`src/rtl/wdog_pkg.sv`:
```
package wdog_pkg;
    localparam int BUS_W  = 32;
    localparam int STRB_W = BUS_W / 8;

    // register offsets (bytes)
    localparam int OFS_CTRL  = 'h00;
    localparam int OFS_STAT  = 'h04;
    localparam int OFS_RSTEN = 'h08;
    localparam int OFS_COUNT = 'h34;

    // field positions
    localparam int BIT_RUN     = 8;
    localparam int BIT_SRC_SEL = 10;
    localparam int BIT_RATIO   = 16;
    localparam int BIT_EXPIRED = 31;
    localparam int BIT_RSTEN   = 8;

    function automatic logic [BUS_W-1:0] merge_lanes(
        input logic [BUS_W-1:0]  old_v,
        input logic [BUS_W-1:0]  new_v,
        input logic [STRB_W-1:0] strb
    );
        logic [BUS_W-1:0] res;
        res = old_v;
        for (int b = 0; b < STRB_W; b++) begin
            if (strb[b]) res[b*8 +: 8] = new_v[b*8 +: 8];
        end
        return res;
    endfunction
endpackage

```
`src/rtl/wdog_prescaler.sv`:
```
module wdog_prescaler #(
    parameter int RATIO_W = 4
) (
    input  logic               clk,
    input  logic               rst_n,
    input  logic               run_i,
    input  logic               src_sel_i,
    input  logic               fixed_tick_i,
    input  logic [RATIO_W-1:0] ratio_i,
    output logic               tick_o
);
    localparam int ACC_W = (1 << RATIO_W) - 1;

    typedef struct packed {
        logic [ACC_W-1:0] acc;
    } pre_state_t;

    pre_state_t st_d, st_q;
    logic             src_ev;
    logic [ACC_W-1:0] low_mask;

    always_comb begin
        src_ev = src_sel_i ? fixed_tick_i : 1'b1;
        for (int i = 0; i < ACC_W; i++) begin
            low_mask[i] = (32'(i) < 32'(ratio_i));
        end
        tick_o = run_i && src_ev && ((st_q.acc & low_mask) == low_mask);

        st_d = st_q;
        if (!run_i) begin
            st_d.acc = '0;
        end else if (src_ev) begin
            st_d.acc = st_q.acc + 1'b1;
        end
    end

    always_ff @(posedge clk) begin
        if (!rst_n) st_q <= '0;
        else        st_q <= st_d;
    end
endmodule

```
`src/rtl/wdog_downcount.sv`:
```
module wdog_downcount #(
    parameter int CNT_W = 32
) (
    input  logic             clk,
    input  logic             rst_n,
    input  logic             tick_i,
    input  logic             load_i,
    input  logic [CNT_W-1:0] load_val_i,
    output logic [CNT_W-1:0] count_o,
    output logic             expire_o
);
    typedef struct packed {
        logic [CNT_W-1:0] cnt;
    } cnt_state_t;

    cnt_state_t st_d, st_q;

    always_comb begin
        expire_o = tick_i && !load_i && (st_q.cnt == CNT_W'(1));
        st_d = st_q;
        if (load_i) begin
            st_d.cnt = load_val_i;
        end else if (tick_i && (st_q.cnt != '0)) begin
            st_d.cnt = st_q.cnt - 1'b1;
        end
        count_o = st_q.cnt;
    end

    always_ff @(posedge clk) begin
        if (!rst_n) st_q <= '{cnt: '1};
        else        st_q <= st_d;
    end
endmodule

```
`src/rtl/wdog_periph.sv`:
```
module wdog_periph #(
    parameter int ADDR_W  = 8,
    parameter int CNT_W   = 32,
    parameter int RATIO_W = 4
) (
    input  logic                          clk,
    input  logic                          rst_n,
    input  logic                          bus_wr,
    input  logic                          bus_rd,
    input  logic [ADDR_W-1:0]             bus_addr,
    input  logic [wdog_pkg::BUS_W-1:0]    bus_wdata,
    input  logic [wdog_pkg::STRB_W-1:0]   bus_wstrb,
    input  logic                          fixed_tick,
    output logic [wdog_pkg::BUS_W-1:0]    bus_rdata,
    output logic                          irq,
    output logic                          rst_req
);
    import wdog_pkg::*;

    typedef struct packed {
        logic               run;
        logic               src_sel;
        logic [RATIO_W-1:0] ratio;
        logic               rsten;
        logic               expired;
        logic               irq;
        logic [BUS_W-1:0]   rdata;
    } reg_state_t;

    reg_state_t regs_d, regs_q;

    logic             sel_ctrl, sel_stat, sel_rsten, sel_count;
    logic [BUS_W-1:0] ctrl_word, stat_word, rsten_word, count_word;
    logic [BUS_W-1:0] ctrl_new, rsten_new, count_new;
    logic             tick, expire, cnt_load;
    logic [CNT_W-1:0] count, cnt_load_val;

    // observation taps for the checker
    logic st_run, st_rsten, st_expired;
    assign st_run     = regs_q.run;
    assign st_rsten   = regs_q.rsten;
    assign st_expired = regs_q.expired;

    always_comb begin
        sel_ctrl  = (bus_addr == ADDR_W'(OFS_CTRL));
        sel_stat  = (bus_addr == ADDR_W'(OFS_STAT));
        sel_rsten = (bus_addr == ADDR_W'(OFS_RSTEN));
        sel_count = (bus_addr == ADDR_W'(OFS_COUNT));

        ctrl_word = '0;
        ctrl_word[BIT_RUN]               = regs_q.run;
        ctrl_word[BIT_SRC_SEL]           = regs_q.src_sel;
        ctrl_word[BIT_RATIO +: RATIO_W]  = regs_q.ratio;
        stat_word = '0;
        stat_word[BIT_EXPIRED] = regs_q.expired;
        rsten_word = '0;
        rsten_word[BIT_RSTEN] = regs_q.rsten;
        count_word = BUS_W'(count);

        ctrl_new  = merge_lanes(ctrl_word, bus_wdata, bus_wstrb);
        rsten_new = merge_lanes(rsten_word, bus_wdata, bus_wstrb);
        count_new = merge_lanes(count_word, bus_wdata, bus_wstrb);

        cnt_load     = bus_wr && sel_count;
        cnt_load_val = CNT_W'(count_new);
    end

    wdog_prescaler #(.RATIO_W(RATIO_W)) u_pre (
        .clk          (clk),
        .rst_n        (rst_n),
        .run_i        (regs_q.run),
        .src_sel_i    (regs_q.src_sel),
        .fixed_tick_i (fixed_tick),
        .ratio_i      (regs_q.ratio),
        .tick_o       (tick)
    );

    wdog_downcount #(.CNT_W(CNT_W)) u_cnt (
        .clk        (clk),
        .rst_n      (rst_n),
        .tick_i     (tick),
        .load_i     (cnt_load),
        .load_val_i (cnt_load_val),
        .count_o    (count),
        .expire_o   (expire)
    );

    always_comb begin
        regs_d = regs_q;

        if (bus_wr && sel_ctrl) begin
            regs_d.run     = ctrl_new[BIT_RUN];
            regs_d.src_sel = ctrl_new[BIT_SRC_SEL];
            regs_d.ratio   = ctrl_new[BIT_RATIO +: RATIO_W];
        end
        if (bus_wr && sel_rsten) begin
            regs_d.rsten = rsten_new[BIT_RSTEN];
        end
        if (bus_wr && sel_stat && bus_wstrb[BIT_EXPIRED/8] && !bus_wdata[BIT_EXPIRED]) begin
            regs_d.expired = 1'b0;
        end
        if (expire) begin
            regs_d.expired = 1'b1;
        end
        regs_d.irq = expire;

        if (bus_rd) begin
            unique case (1'b1)
                sel_ctrl:  regs_d.rdata = ctrl_word;
                sel_stat:  regs_d.rdata = stat_word;
                sel_rsten: regs_d.rdata = rsten_word;
                sel_count: regs_d.rdata = count_word;
                default:   regs_d.rdata = '0;
            endcase
        end
    end

    always_ff @(posedge clk) begin
        if (!rst_n) regs_q <= '0;
        else        regs_q <= regs_d;
    end

    assign bus_rdata = regs_q.rdata;
    assign irq       = regs_q.irq;
    assign rst_req   = regs_q.expired && regs_q.run && regs_q.rsten;
endmodule

```
`config.mk`:
```
export PLATFORM = sky130hd
export DESIGN_NAME = wdog_periph
export DESIGN_NICKNAME = d
export VERILOG_FILES = /design/src/rtl/wdog_pkg.sv /design/src/rtl/wdog_prescaler.sv /design/src/rtl/wdog_downcount.sv /design/src/rtl/wdog_periph.sv
export SDC_FILE = /design/constraint.sdc
export NUM_CORES = 1
export LEC_CHECK = 0
export BUFFER_PORTS_ARGS = -buffer_cell sky130_fd_sc_hd__buf_2
export CORE_ASPECT_RATIO = 1.75
export CORE_MARGIN = 2
export CORE_UTILIZATION = 45
export CTS_CLUSTER_DIAMETER = 100
export DETAILED_ROUTE_END_ITERATION = 7
export GPL_TIMING_DRIVEN = 1
export HOLD_SLACK_MARGIN = 0.06
export PLACE_DENSITY_LB_ADDON = 0.1
export SLEW_MARGIN = 40
export SYNTH_ARGS = -nofsm -noshare
export SYNTH_HDL_FRONTEND = slang
export SYNTH_SLANG_ARGS = --single-unit
```
`constraint.sdc`:
```
create_clock -name clk -period 7.3 [get_ports clk]
set_clock_uncertainty 0.05 [all_clocks]
set_input_delay 1.095 -clock clk [delete_from_list [all_inputs] [get_ports clk]]
set_output_delay 1.095 -clock clk [all_outputs]
set_load 0.02 [all_outputs]
```
## Yosys cells after proc, flatten, opt, wreduce, memory -nomap -nowiden

Index checks and enable logic that the tools add are counted.

| word-level totals | value |
|---|---|
| flip-flop bits (word level) | 88 |
| word-level logic and storage cells | 76 |
| output and inout bits | 34 |
| input port bits | 49 |

| cells by class | value |
|---|---|
| mux-type cells | 10 |
| reduce and logical (&&, ||, !) cells | 27 |
| bitwise operators | 1 |
| add/sub/neg operators | 2 |
| magnitude comparators | 15 |
| equal/unequal tests | 9 |

Operators by type and width:

| operator | count |
|---|---|
| case mux 32 bit (4 select lines) | 1 |
| 2-to-1 mux 32 bit | 2 |
| == test 32 x 1 -> 1 bit, second input constant | 1 |
| 2-to-1 mux 8 bit | 4 |
| nonzero test 32 bit | 1 |
| subtractor 32 x 1 -> 32 bit, second input constant | 1 |
| less-than comparator 4 bit, first input constant | 7 |
| less-than comparator 3 x 4 -> 1 bit, first input constant | 4 |
| AND reduction 2 bit | 8 |
| adder 15 x 1 -> 15 bit, second input constant | 1 |
| AND 15 bit | 1 |
| == test 15 bit | 1 |
| logical AND 1 bit | 13 |
| == test 8 x 3 -> 1 bit, second input constant | 1 |
| == test 8 x 4 -> 1 bit, second input constant | 1 |
| == test 8 x 6 -> 1 bit, second input constant | 1 |
| logical NOT 8 bit | 1 |
| less-than comparator 1 x 4 -> 1 bit, first input constant | 2 |
| less-than comparator 2 x 4 -> 1 bit, first input constant | 2 |
| inequality test 2 bit, second input constant | 4 |
| nonzero test 2 bit | 2 |
| 2-to-1 mux 1 bit | 3 |
| logical NOT 1 bit | 2 |

## Longest topological paths before layout

| depth | value |
|---|---|
| depth after elaboration | 7 |
| mapped depth | 9 |
| gate-level depth less buffers | 8 |

## Cells and area by module

Synthesis repeated with hierarchy kept, for this count alone.

| second synthesis, totals | value |
|---|---|
| cell total of the unflattened synthesis | 589 |
| area, all modules | 5,331.4 µm² |

By module, submodules not included:

| module | times used | area an instance (µm²) | seq. area each (µm²) | cells each |
|---|---|---|---|---|
| wdog_periph | 1 | 2,263.4 | 820.8 | 218 |
| wdog_downcount | 1 | 2,217.1 | 640.6 | 271 |
| wdog_prescaler | 1 | 850.8 | 300.3 | 100 |

## Least setup slack after synthesis

Ideal clock, no wire load.

| timing path | value |
|---|---|
| path kind | input port to flip-flop |
| start point | input port bus_addr[1] |
| end point | register u_cnt.st_q, in the netlist u_cnt.count_o[11] |
| library setup time | 84 ps |
| data arrival time | 3,299 ps |
| path slack | 3,866 ps |
| path buffers | 2 |
| required time | 7,166 ps |
| stages | 9 |
| path through | or4b_2 > buf_2 > nor4_4 > a21oi_1 > nand4_1 > buf_2 > nor3_1 > mux2_1 > o31ai_2 |

| on the way | value |
|---|---|
| longest elaborated chain between the ends | 4 |
| elaborated cells on any way between the ends | 6 |
| those cells by class | 2 x eq/ne; 1 x mux; 3 x reduce/logical |

Ends and longest elaborated chain:

| what | RTL line | source |
|---|---|---|
| start: declaration | wdog_periph.sv:10 | `input logic [ADDR_W-1:0] bus_addr,` |
| == test 8 x 6 -> 1 bit * | wdog_periph.sv:48 | `sel_count = (bus_addr == ADDR_W'(OFS_COUNT));` |
| logical AND 1 bit * | wdog_periph.sv:64 | `cnt_load = bus_wr && sel_count;` |
| inequality test 2 bit (no line) / nonzero test 2 bit (equally long branches) | - |  |
| AND reduction 2 bit (no line) | - |  |
| end signal: assignment | wdog_downcount.sv:30 | `if (!rst_n) st_q <= '{cnt: '1};` |
| end signal: assignment | wdog_downcount.sv:31 | `else st_q <= st_d;` |
| end: declaration | wdog_downcount.sv:16 | `cnt_state_t st_d, st_q;` |

Every way passes the cells marked *; elsewhere a longest branch is shown, timed or not.
A chain may end at the register's enable or synchronous reset.

## Worst setup path in the final report

| timing path | value |
|---|---|
| start point | input port bus_addr[1] |
| end point | register u_cnt.st_q, in the netlist u_cnt.count_o[20] |

Same word-level chain as after synthesis.

==> key figures <==
Outcome
  – Status: finished clean

Setup path
  – FF-to-FF End: u_cnt.count_o[20]
  – Crit Path Max Fanout: 26
  – CP cell instances: buf_2 > or4b_2 > nor4_4 > buf_4 > a21oi_1 > nand4_1 > nor2_2 > a41o_1 > o31ai_1
  – Max incr delay on CP: just under 0.8 ns
  – Data arrival, critical path: approximately 4 ns
  – Nature of the critical path endpoint: flop
  – Critical Path Sink: u_cnt.count_o[20]
  – CP required: approximately 7.5 ns
  – Worst-case reg-to-reg path depth: 7
  – Worst Setup Start Kind: primary input
  – R2r startpoint: u_cnt.count_o[3]
  – Worst Setup SP: bus_addr[1]
  – R2R setup slack: 3.73 ns
  – CP Class: in -> reg
  – Critical path's slowest cell: or4b_2

Floorplan
  – Die ar.: 11000 sq um
  – FP Rows: 48
  – Die Wd: between 80 and 90 um
  – Chip height: 138 um
  – Initial Utilization: between 40% and 50%
  – I/O pin count: 83
  – Core Region: 9910 sq um

Finish
  – Utilization after layout: a little over half
  – Number of fill cells: slightly above 1000
  – Finished Layout Cells: approximately 770
  – Layout Cell Area excl Fill: ~5400 sq um
  – Antenna cell count: 0
  – Layout Nets: roughly 690
  – Share of cells above drive strength 1: a little under a fifth
  – Synth-to-Final Area Change: 17.2%

Placed design
  – Dpl cells: 752
  – DP HPWL: 9.83 mm
  – Placed inst area: 5040 sq um
  – DP Worst Slack: 3.20 ns
  – IO buf count: 82
  – GPL Wtd Cong: just over 0.9

Timing
  – Worst setup margin: 3.49 ns
  – Max Freq: ~260 MHz
  – Final setup TNS: 0 ns
  – Final hold vios: 0
  – # setup viols final: 0
  – Fin Hold WS: roughly 0.41 ns
  – RSZ-0062 raised after global routing: false
  – Worst slew margin: a little over two fifths
  – Crit share post-route: a little over half
  – Min cycle time layout: between 3 and 4 ns
  – Slew Limit Fails: 0
  – Slew @ Worst Pin: roughly 0.85 ns

Power and ir drop
  – Power per standard cell area: ~190 nW/um^2
  – Comb power frac: 4.0%
  – Sw frac: about a fifth
  – Internal power: just over 800 uW
  – Flop pwr share: between 40% and 50%
  – Clk pwr share: approximately 49%
  – Peak supply drop: 0.124 mV
  – Switching power: about 220 uW
  – Tot Pwr: just over 1 mW
  – Leakage: about 2.0 nW

Global routing
  – Largest net degree at the start of global routing: 41
  – First-pass GRT wire length: around 22 mm
  – Tot GR Track Use: between 20% and 30%
  – Total gr overflow: 0
  – Initial antenna violation count: 0
  – Vias in the first global route: 4361

CTS
  – Hold buffer count at CTS: 0
  – Reg clk slew, reported paths: 0.06 ns
  – Resized cells post-CTS: 0
  – CTS root buf: clkbuf_16
  – Clk buf depth: 2
  – Insertion delay to the later sink of the worst-skew pair: 0.35 ns
  – H-tree Lvls: 3
  – Clock sink total: 88
  – CTS tree: built
  – Post-CTS Setup Repair Bufs: 0
  – CTS buffer count: 9

Drt
  – Average wire per standard cell: between 15 and 20 um
  – Final wirelength: about 13 mm
  – Drt pass-1 iters: 5
  – Residual DRC: 0
  – DR vias: 4581
  – Antenna Nets Post-Route: 0
  – Vias per cell: 5.96
  – Initial DRC count: 274

Logic synthesis
  – Cell Area, Synth: 4590 sq um
  – Synthesized net count: roughly 630
  – Yosys warns: 0
  – Instance count of the mapped netlist: approximately 580
  – Synth top area cells: dfxtp_1 38%, a21oi_1 5.3%, nor2_1 5.2%
  – Yosys cell types: 73
  – Async SR Flop Fraction: 0%
  – Sequential area share after synthesis: 38.4%
  – Yosys reg bits: 88
  – Leading area contributor after synthesis: dfxtp_1
  – Post-Syn Area per Cell: between 7 and 8 sq um
  – Top_reg_cell synth: dfxtp_1
  – Post-synth top area share: 38.4%
  – Post-synth EDFFs: 0

Hold path
  – Min-delay worst type: reg -> reg

Flow run
  – Max-cap violations: 0
==> cell families (layout without fill, tap and decap cells) <==
kind of cell | count (synthesis) | in the layout | share of synthesized area, %
buffers and inverters | 48 | 115 | 4.34
adder cells (fa/ha/maj) | 4 | 4 | 1.09
flip-flops | 88 | 88 | 38.4
multiplexers | 12 | 12 | 2.70
AND/OR/NAND/NOR | 255 | 255 | 28.6
AO/OA/AOI/OAI | 157 | 157 | 22.6
XOR/XNOR | 12 | 12 | 2.29
==> state kept, by name, summed over array words and instances, names as in the netlist <==
| signal | count |
|---|---|
| irq | 1 |
| st_expired | 1 |
| st_rsten | 1 |
| u_pre.st_q | 15 |
| u_cnt.count_o | 32 |
| bus_rdata | 32 |
| st_run | 1 |
| ctrl_word | 5 |
==> critical path, delay by kind of cell <==
family                 cells  cell delay [ns]
AOI/OAI and AO/OA          3             0.64
and+or+nand+nor            4             1.81
buffers and inverters      2             0.43
==> Yosys cell counts (all sizes together) (4+ instances only) <==
cell and n:
xnor2 4, nor3 22, buf 11, a211oi 7, ha 4, a22oi 9, nor4 11, nand2b 15
nand4 6, dfxtp 88, a21oi 50, and3 11, or3 12, nand3 42, nand2 50, a211o 4
inv 13, o21ai 33, mux2i 9, or2 4, o31ai 8, o211ai 5, xor2 8, or4 6
nor2 64, clkbuf 24, a31oi 4
==> power by group through the flow <==
stage | Combinational, mW | Clock (mW) | Sequential (mW)
CTS | 0.0415 | 0.522 | 0.481
global placement | 0.0412 | 0 | 0.492
floorplan | 0.0183 | 0 | 0.493
global route | 0.0454 | 0.540 | 0.481
finish | 0.0415 | 0.510 | 0.481
detailed placement | 0.0414 | 0 | 0.492
==> layout by cell type, fill, tap and decap left out, types with 13 or more instances in the layout <==
master / count
nand3_1: 41
a21oi_1: 49
inv_1: 13
nand2b_1: 15
o21ai_0: 29
nor3_1: 21
nor2_1: 63
dfxtp_1: 88
nand2_1: 49
buf_2: 82
==> layer usage <==
| layer | track usage, % | share of wire (%) | up-vias |
|---|---|---|---|
| li1 | - | - | 2242 |
| met1 | 28.4 | 39 | 2151 |
| met2 | 45.6 | 53 | 147 |
| met3 | 3.67 | 4.5 | 41 |
| met4 | 12.8 | 3.6 | 0 |
| met5 | 0 | 0 | - |
==> how the worst min path moves through the flow <==
stage	from	end	slack (ns)	cells past startpoint
floorplan	u_cnt.count_o[5]	bus_rdata[5]	0.41	2
global placement	bus_rdata[29]	bus_rdata[29]	0.40	2
detailed placement	bus_rdata[25]	bus_rdata[25]	0.40	2
CTS	bus_rdata[25]	bus_rdata[25]	0.41	2
global route	bus_rdata[29]	bus_rdata[29]	0.42	2
finish	bus_rdata[25]	bus_rdata[25]	0.41	2
==> final cells by class <==
cell class,count,area [sq um],area share [%]
clock buffers,12,256,4.77
clock inverters,4,76.3,1.42
inverters,13,48.8,0.908
multi-input cells,440,2630,49.0
flip-flops and latches,88,1760,32.8
well taps,125,156,2.91
repair buffers,86,440,8.20
No activity file was read; power rests on OpenSTA's default activity.
